===== config.mk =====
export PLATFORM = sky130hd
export DESIGN_NAME = slot_rx
export DESIGN_NICKNAME = d
export VERILOG_FILES = /design/src/rtl/slot_rx_pkg.sv /design/src/rtl/slot_rx_window.sv /design/src/rtl/slot_rx_shift.sv /design/src/rtl/slot_rx_fifo.sv /design/src/rtl/slot_rx.sv
export SDC_FILE = /design/constraint.sdc
export NUM_CORES = 1
export LEC_CHECK = 0
export BUFFER_PORTS_ARGS = -buffer_cell sky130_fd_sc_hd__buf_2
export CORE_ASPECT_RATIO = 0.9
export CORE_MARGIN = 3
export CORE_UTILIZATION = 38
export CTS_BUF_LIST = sky130_fd_sc_hd__clkbuf_2 sky130_fd_sc_hd__clkbuf_4 sky130_fd_sc_hd__clkbuf_8
export DETAILED_ROUTE_END_ITERATION = 12
export SETUP_SLACK_MARGIN = 0.02
export SYNTH_ARGS = -nofsm -noshare
export SYNTH_HDL_FRONTEND = slang
export SYNTH_SLANG_ARGS = --single-unit

===== constraint.sdc =====
create_clock -name clk -period 6.9 [get_ports clk]
set_input_delay 0.345 -clock clk [delete_from_list [all_inputs] [get_ports clk]]
set_output_delay 0.345 -clock clk [all_outputs]
set_load 0.01 [all_outputs]

===== src/rtl/slot_rx_pkg.sv =====
`timescale 1ns/1ps
package slot_rx_pkg;
  localparam int BYTE_W = 8;
  typedef logic [BYTE_W-1:0] byte_t;
  typedef enum logic {MODE_STROBE = 1'b0, MODE_SLOT = 1'b1} rx_mode_e;
endpackage


===== src/rtl/slot_rx_window.sv =====
`timescale 1ns/1ps
module slot_rx_window
  import slot_rx_pkg::*;
#(
  parameter int OFS_W = 8,
  parameter int LEN_W = 4
) (
  input  logic             clk,
  input  logic             rst_n,
  input  logic             bit_en,
  input  logic             sync_in,
  input  rx_mode_e         mode,
  input  logic [OFS_W-1:0] slot_ofs,
  input  logic [LEN_W-1:0] slot_len,
  output logic             take,
  output logic             win_start
);
  localparam int POS_W = OFS_W + LEN_W + 4;
  localparam logic [POS_W-1:0] POS_MAX = '1;

  logic [POS_W-1:0] pos_q;
  logic [POS_W-1:0] cur_pos;
  logic             seen_q;
  logic             strobe_q;

  function automatic logic [POS_W-1:0] sat_inc(input logic [POS_W-1:0] p);
    return (p == POS_MAX) ? p : p + 1'b1;
  endfunction

  function automatic logic in_slot(input logic [POS_W-1:0] p,
                                   input logic [OFS_W-1:0] o,
                                   input logic [LEN_W-1:0] n);
    logic [POS_W-1:0] lo;
    logic [POS_W-1:0] hi;
    lo = POS_W'(o);
    hi = lo + (POS_W'(n) << 3);
    return (p >= lo) && (p < hi);
  endfunction

  assign cur_pos = sync_in ? '0 : pos_q;

  always_comb begin
    if (mode == MODE_SLOT) begin
      take      = bit_en && (seen_q || sync_in) && in_slot(cur_pos, slot_ofs, slot_len);
      win_start = take && (cur_pos == POS_W'(slot_ofs));
    end else begin
      take      = bit_en && sync_in;
      win_start = take && !strobe_q;
    end
  end

  always_ff @(posedge clk or negedge rst_n) begin
    if (!rst_n) begin
      pos_q    <= '0;
      seen_q   <= 1'b0;
      strobe_q <= 1'b0;
    end else begin
      if (mode != MODE_SLOT) seen_q <= 1'b0;
      if (bit_en) begin
        strobe_q <= (mode == MODE_STROBE) && sync_in;
        pos_q    <= sync_in ? POS_W'(1) : sat_inc(pos_q);
        if (mode == MODE_SLOT && sync_in) seen_q <= 1'b1;
      end
    end
  end

  a_r10_no_take_before_sync: assert property (@(posedge clk) disable iff (!rst_n)
    (mode == MODE_SLOT && !seen_q && !sync_in) |-> !take);
  a_r2_take_needs_bit_clock: assert property (@(posedge clk) disable iff (!rst_n)
    take |-> bit_en);
endmodule


===== src/rtl/slot_rx_shift.sv =====
`timescale 1ns/1ps
module slot_rx_shift
  import slot_rx_pkg::*;
(
  input  logic  clk,
  input  logic  rst_n,
  input  logic  take,
  input  logic  win_start,
  input  logic  rx_bit,
  output byte_t hold,
  output logic  byte_done,
  output byte_t done_byte
);
  byte_t      sh_q;
  logic [2:0] cnt_q;
  logic [2:0] cnt_now;

  function automatic byte_t shift_in(input byte_t s, input logic b);
    return {b, s[BYTE_W-1:1]};
  endfunction

  assign cnt_now   = win_start ? 3'd0 : cnt_q;
  assign byte_done = take && (cnt_now == 3'd7);
  assign done_byte = shift_in(sh_q, rx_bit);

  always_ff @(posedge clk or negedge rst_n) begin
    if (!rst_n) begin
      sh_q  <= '0;
      cnt_q <= '0;
      hold  <= '0;
    end else if (take) begin
      sh_q  <= done_byte;
      cnt_q <= cnt_now + 3'd1;
      if (byte_done) hold <= done_byte;
    end
  end

  a_r2_hold_only_on_done: assert property (@(posedge clk) disable iff (!rst_n)
    !byte_done |=> $stable(hold));
  a_r3_restart_count: assert property (@(posedge clk) disable iff (!rst_n)
    (take && win_start) |=> (cnt_q == 3'd1));
endmodule


===== src/rtl/slot_rx_fifo.sv =====
`timescale 1ns/1ps
module slot_rx_fifo
  import slot_rx_pkg::*;
#(
  parameter int DEPTH = 4
) (
  input  logic  clk,
  input  logic  rst_n,
  input  logic  push_req,
  input  byte_t push_data,
  input  logic  pop,
  output byte_t head,
  output logic  not_empty,
  output logic  ovf
);
  localparam int AW = (DEPTH > 1) ? $clog2(DEPTH) : 1;
  localparam int CW = $clog2(DEPTH + 1);
  localparam logic [CW-1:0] FULL_CNT = CW'(DEPTH);

  byte_t         mem [DEPTH];
  logic [AW-1:0] wptr, rptr;
  logic [CW-1:0] count;
  logic          full, do_wr, do_rd;

  function automatic logic [AW-1:0] wrap_inc(input logic [AW-1:0] p);
    return (p == AW'(DEPTH - 1)) ? '0 : p + 1'b1;
  endfunction

  assign full      = (count == FULL_CNT);
  assign not_empty = (count != '0);
  assign do_wr     = push_req && !full;
  assign do_rd     = pop && not_empty;
  assign head      = mem[rptr];

  always_ff @(posedge clk or negedge rst_n) begin
    if (!rst_n) begin
      wptr  <= '0;
      rptr  <= '0;
      count <= '0;
      ovf   <= 1'b0;
      for (int i = 0; i < DEPTH; i++) mem[i] <= '0;
    end else begin
      if (do_wr) begin
        mem[wptr] <= push_data;
        wptr      <= wrap_inc(wptr);
      end
      if (do_rd) rptr <= wrap_inc(rptr);
      if (push_req && full) ovf <= 1'b1;
      case ({do_wr, do_rd})
        2'b10:   count <= count + 1'b1;
        2'b01:   count <= count - 1'b1;
        default: count <= count;
      endcase
    end
  end

  a_r9_overflow_sticky: assert property (@(posedge clk) disable iff (!rst_n)
    ovf |=> ovf);
  a_r9_full_drop_keeps: assert property (@(posedge clk) disable iff (!rst_n)
    (full && push_req && !pop) |=> (count == FULL_CNT));
  a_r8_idle_level_stable: assert property (@(posedge clk) disable iff (!rst_n)
    (!push_req && !pop) |=> $stable(count));
  a_r8_level_bound: assert property (@(posedge clk) disable iff (!rst_n)
    count <= FULL_CNT);
endmodule


===== src/rtl/slot_rx.sv =====
`timescale 1ns/1ps
module slot_rx
  import slot_rx_pkg::*;
#(
  parameter int OFS_W = 8,
  parameter int LEN_W = 4,
  parameter int DEPTH = 4
) (
  input  logic             clk,
  input  logic             rst_n,
  input  logic             bit_en,
  input  logic             rx_bit,
  input  logic             sync_in,
  input  logic             cfg_slot_mode,
  input  logic [OFS_W-1:0] cfg_slot_ofs,
  input  logic [LEN_W-1:0] cfg_slot_len,
  input  logic             cfg_fifo_en,
  output logic [7:0]       hold_byte,
  input  logic             rd_en,
  output logic [7:0]       rd_data,
  output logic             rd_valid,
  output logic             overflow
);
  logic     take, win_start, byte_done, push_req;
  byte_t    done_byte, hold_w, head_w;
  rx_mode_e mode;

  assign mode = rx_mode_e'(cfg_slot_mode);

  slot_rx_window #(.OFS_W(OFS_W), .LEN_W(LEN_W)) u_win (
    .clk(clk), .rst_n(rst_n), .bit_en(bit_en), .sync_in(sync_in),
    .mode(mode), .slot_ofs(cfg_slot_ofs), .slot_len(cfg_slot_len),
    .take(take), .win_start(win_start));

  slot_rx_shift u_shift (
    .clk(clk), .rst_n(rst_n), .take(take), .win_start(win_start),
    .rx_bit(rx_bit), .hold(hold_w), .byte_done(byte_done),
    .done_byte(done_byte));

  assign push_req = byte_done && cfg_fifo_en;

  slot_rx_fifo #(.DEPTH(DEPTH)) u_fifo (
    .clk(clk), .rst_n(rst_n), .push_req(push_req), .push_data(done_byte),
    .pop(rd_en), .head(head_w), .not_empty(rd_valid), .ovf(overflow));

  assign hold_byte = hold_w;
  assign rd_data   = head_w;

  a_r7_no_fill_when_disabled: assert property (@(posedge clk) disable iff (!rst_n)
    (!cfg_fifo_en && !rd_valid) |=> !rd_valid);
endmodule


==> reports/metrics.cfg <==
[routing]
drc=0
drtIter0Drc=79
totalWireLength_um=7636
drt.antenna.violating_nets=0
wl_per_cell_um=14.80
vias=2630
first_pass_iters=4
routed_via_density=5.097

[worst_setup_path]
cp.depth=24
crit_top_cell=ha_1
crit_path_max_fanout=6
crit_family=adder cells
rrSetupSlack_ps=3050
rr_endpoint=u_fifo.count[2]$_DFFE_PN0P_
critPathCaptureType=flop
max_stage_delay_ps=390
crit_type=in2reg
worstPathArrival_ps=4370
startpoint_type=primary input
rr_worst_depth=18
crit_slowest_cell=fa_1
path_buf_inv=5
cp_cell_sequence=buf_2, ha_1, inv_1, fa_1, inv_1, a21o_1, a21oi_1, xnor2_1, ha_1, a21oi_1, a21oi_1, nor3_2, a21oi_1, and2_1, ha_1, ha_1, nor3b_2, inv_1, ha_1, inv_1, fa_1, xor2_1, nor2_1, xor2_1
crit_path_start=cfg_slot_ofs[3]
r2r_start=u_win.pos_q[1]$_DFFE_PN0P_
critPathRequiredTime_ps=7180
endpoint=u_fifo.count[2]$_DFFE_PN0P_

[final_layout]
fillCellCount=965
multiInputGateArea_sq_um=2078
area_delta_synth_final_pct=12.24
final_nets=431
fin_cells=516
layout-drive-gt1-share=0.3230
regArea_sq_um=1902
num_antenna_cells=0

[timing]
tightest_slew_ps=944.7
finalSetupTns_ps=0
slew_viol_final=0
setup_slack_ps=2806
post-route-min-period_ps=4094
clock.fmax_mhz=244.3
rsz0062_at_grt=false
relSlewSlack=0.3702
fin_hold_ws_ps=119.4
hold_violations=0
setup_viol=0
fin_skew_ps=13.52
layout_worst_path_cycle_share=0.5933

[logic_synthesis]
synth_seq_cells=76
synth_top_area_frac=0.4638
async_flop_share=1.000
ys.flop_type=dfrtp_1
synth.distinct_cells=42
yosys_warnings=0
synth_most_common_cell=dfrtp_1
netlist_instances=342
synth_area_leader_cell=dfrtp_1
avgSynthCellArea_sq_um=11.99
synth_commonest_cells=76 x dfrtp_1, 53 x mux2_2, 27 x ha_1, 21 x inv_1, 20 x nand2_1
synthesis.area_sq_um=4100
synth_area_leaders=dfrtp_1 46%, mux2_2 15%, ha_1 8.2%
seq_area_frac_synth=0.4638
synth_edf_count=0
synth_nets=391

[grt]
grt_pass1_vias=2771
overflow=0
grt_pass1_wl_um=13270
track_usage=0.1384
grt_max_degree=77
antenna_found_initial=0

[power]
p_total_uw=1219
powerDensity_nw_per_um2=264.8
p_leak_uw=0.002254
ir_drop_mv=0.1128

[clocking]
cts_buffer_depth=2
ctsResizeCount=0
cts_root_buffer=clkbuf_8
post_cts.repair.setup_buffers=0
ctsHoldBuffers=0
cts_tree=built
h-tree-depth=3
clk_latency_ps=350
numCtsBuffers=9
clkTransAtPathRegs_ps=100
numClockSinks=76

[floorplan]
num_io_pins=38
die_h_um=104.5
die_w_um=115.5
core-area_sq_um=10380
die_area_sq_um=12070
start_util=0.3951
rows=35

[placement]
pre_cts_ws_ps=2420
port_buffers=37
place_hpwl_um=5496
dp.cells=500
finalWeightedCongestion=0.7794

[outcome]
outcome=finished, final reports clean

[job]
maxCapViolations=0

[worst_hold_path]
hold_path_class=in2async

-- final cells by class --
class                           count  share of cell area
Timing Repair Buffer               37             0.04078
Tap cell                          129             0.03507
Sequential cell                    76              0.4133
Clock inverter                      7             0.01523
Inverter                           21             0.01713
Multi-Input combinational cell    237              0.4516
Clock buffer                        9             0.02692
-- power by group --
part           leakage [uW]  switching [uW]  internal (uW)
Clock             0.0000951             189            140
Sequential          0.00102            95.4            522
Combinational       0.00114             122            150
-- worst register-to-register path, cell delays in order, from the launching register on --
cell	delay (ps)
dfrtp_1	430
nor2b_1	150
ha_1	290
nor2b_1	150
o211ai_1	230
a211oi_1	140
nor3_2	300
a21oi_1	160
and2_1	180
ha_1	190
ha_1	260
nor3b_2	200
inv_1	90
ha_1	180
inv_1	60
fa_1	380
xor2_1	150
nor2_1	110
xor2_1	140
-- worst min path at each step --
| stage | start | end | slack, ps |
|---|---|---|---|
| after floorplan | rst_n | u_fifo.count[0]$_DFFE_PN0P_ | 50 |
| after global placement | u_fifo.ovf$_DFFE_PN0P_ | u_fifo.ovf$_DFFE_PN0P_ | 460 |
| after detailed placement | u_fifo.ovf$_DFFE_PN0P_ | u_fifo.ovf$_DFFE_PN0P_ | 460 |
| after CTS | rst_n | u_shift.hold[0]$_DFFE_PN0P_ | 170 |
| after global routing | rst_n | u_fifo.mem[24]$_DFFE_PN0P_ | 200 |
| final | rst_n | u_fifo.mem[24]$_DFFE_PN0P_ | 120 |
-- state kept, by name, summed over array words and instances (netlist names) --
register,cells
u_fifo.mem,32
u_win.pos_q,16
u_shift.hold,8
u_shift.sh_q,7
u_fifo.count,3
u_shift.cnt_q,3
u_fifo.rptr,2
u_fifo.wptr,2
u_fifo.ovf,1
u_win.seen_q,1
u_win.strobe_q,1
-- per-layer routing --
layer  global-route usage  up-vias  share of wire
met5                    0        -              0
met4              0.05029        0         0.0067
met1               0.1950     1293           0.50
met3              0.02432        6          0.025
li1                     -     1299              -
met2               0.2132       32           0.47
-- through the flow --
| step | util | cell area [sq um] |
|---|---|---|
| 2_1_floorplan | - | 4100 |
| 3_3_place_gp | 0.4247 | 4408 |
| 3_5_place_dp | 0.4247 | 4408 |
| 4_1_cts | 0.4434 | 4602 |
| 5_1_grt | 0.4434 | 4602 |
| 6_report | 0.4434 | 4602 |
-- kinds of logic (layout without fill, tap and decap cells) --
kind of cell,Yosys count,count (layout),synth area share
xor gates and xnor gates,15,15,0.03204
and+or+nand+nor,90,90,0.1282
muxes,61,61,0.1895
AOI/OAI and AO/OA,42,42,0.06500
adders and majority gates,29,29,0.09216
buffers and inverters,29,74,0.02930
DFF,76,76,0.4638
-- cell usage in the layout (no fill, tap or decap), types with 2 or more instances in the layout --
master / n
xnor2_1: 6
mux2_2: 53
and4_1: 2
a21oi_1: 15
fa_1: 2
a31oi_1: 3
a21o_1: 5
mux4_2: 8
nor2_1: 15
nand2b_1: 5
inv_6: 2
nor3_1: 6
nor3_4: 4
nand4_1: 6
clkinv_4: 2
nand2_1: 20
o21ai_0: 10
nand3_1: 5
nor2b_1: 8
dfrtp_1: 76
ha_1: 27
and2_1: 5
clkbuf_8: 9
or3_1: 8
buf_2: 36
inv_1: 21
xor2_1: 9
No activity file was read; power rests on OpenSTA's default activity.
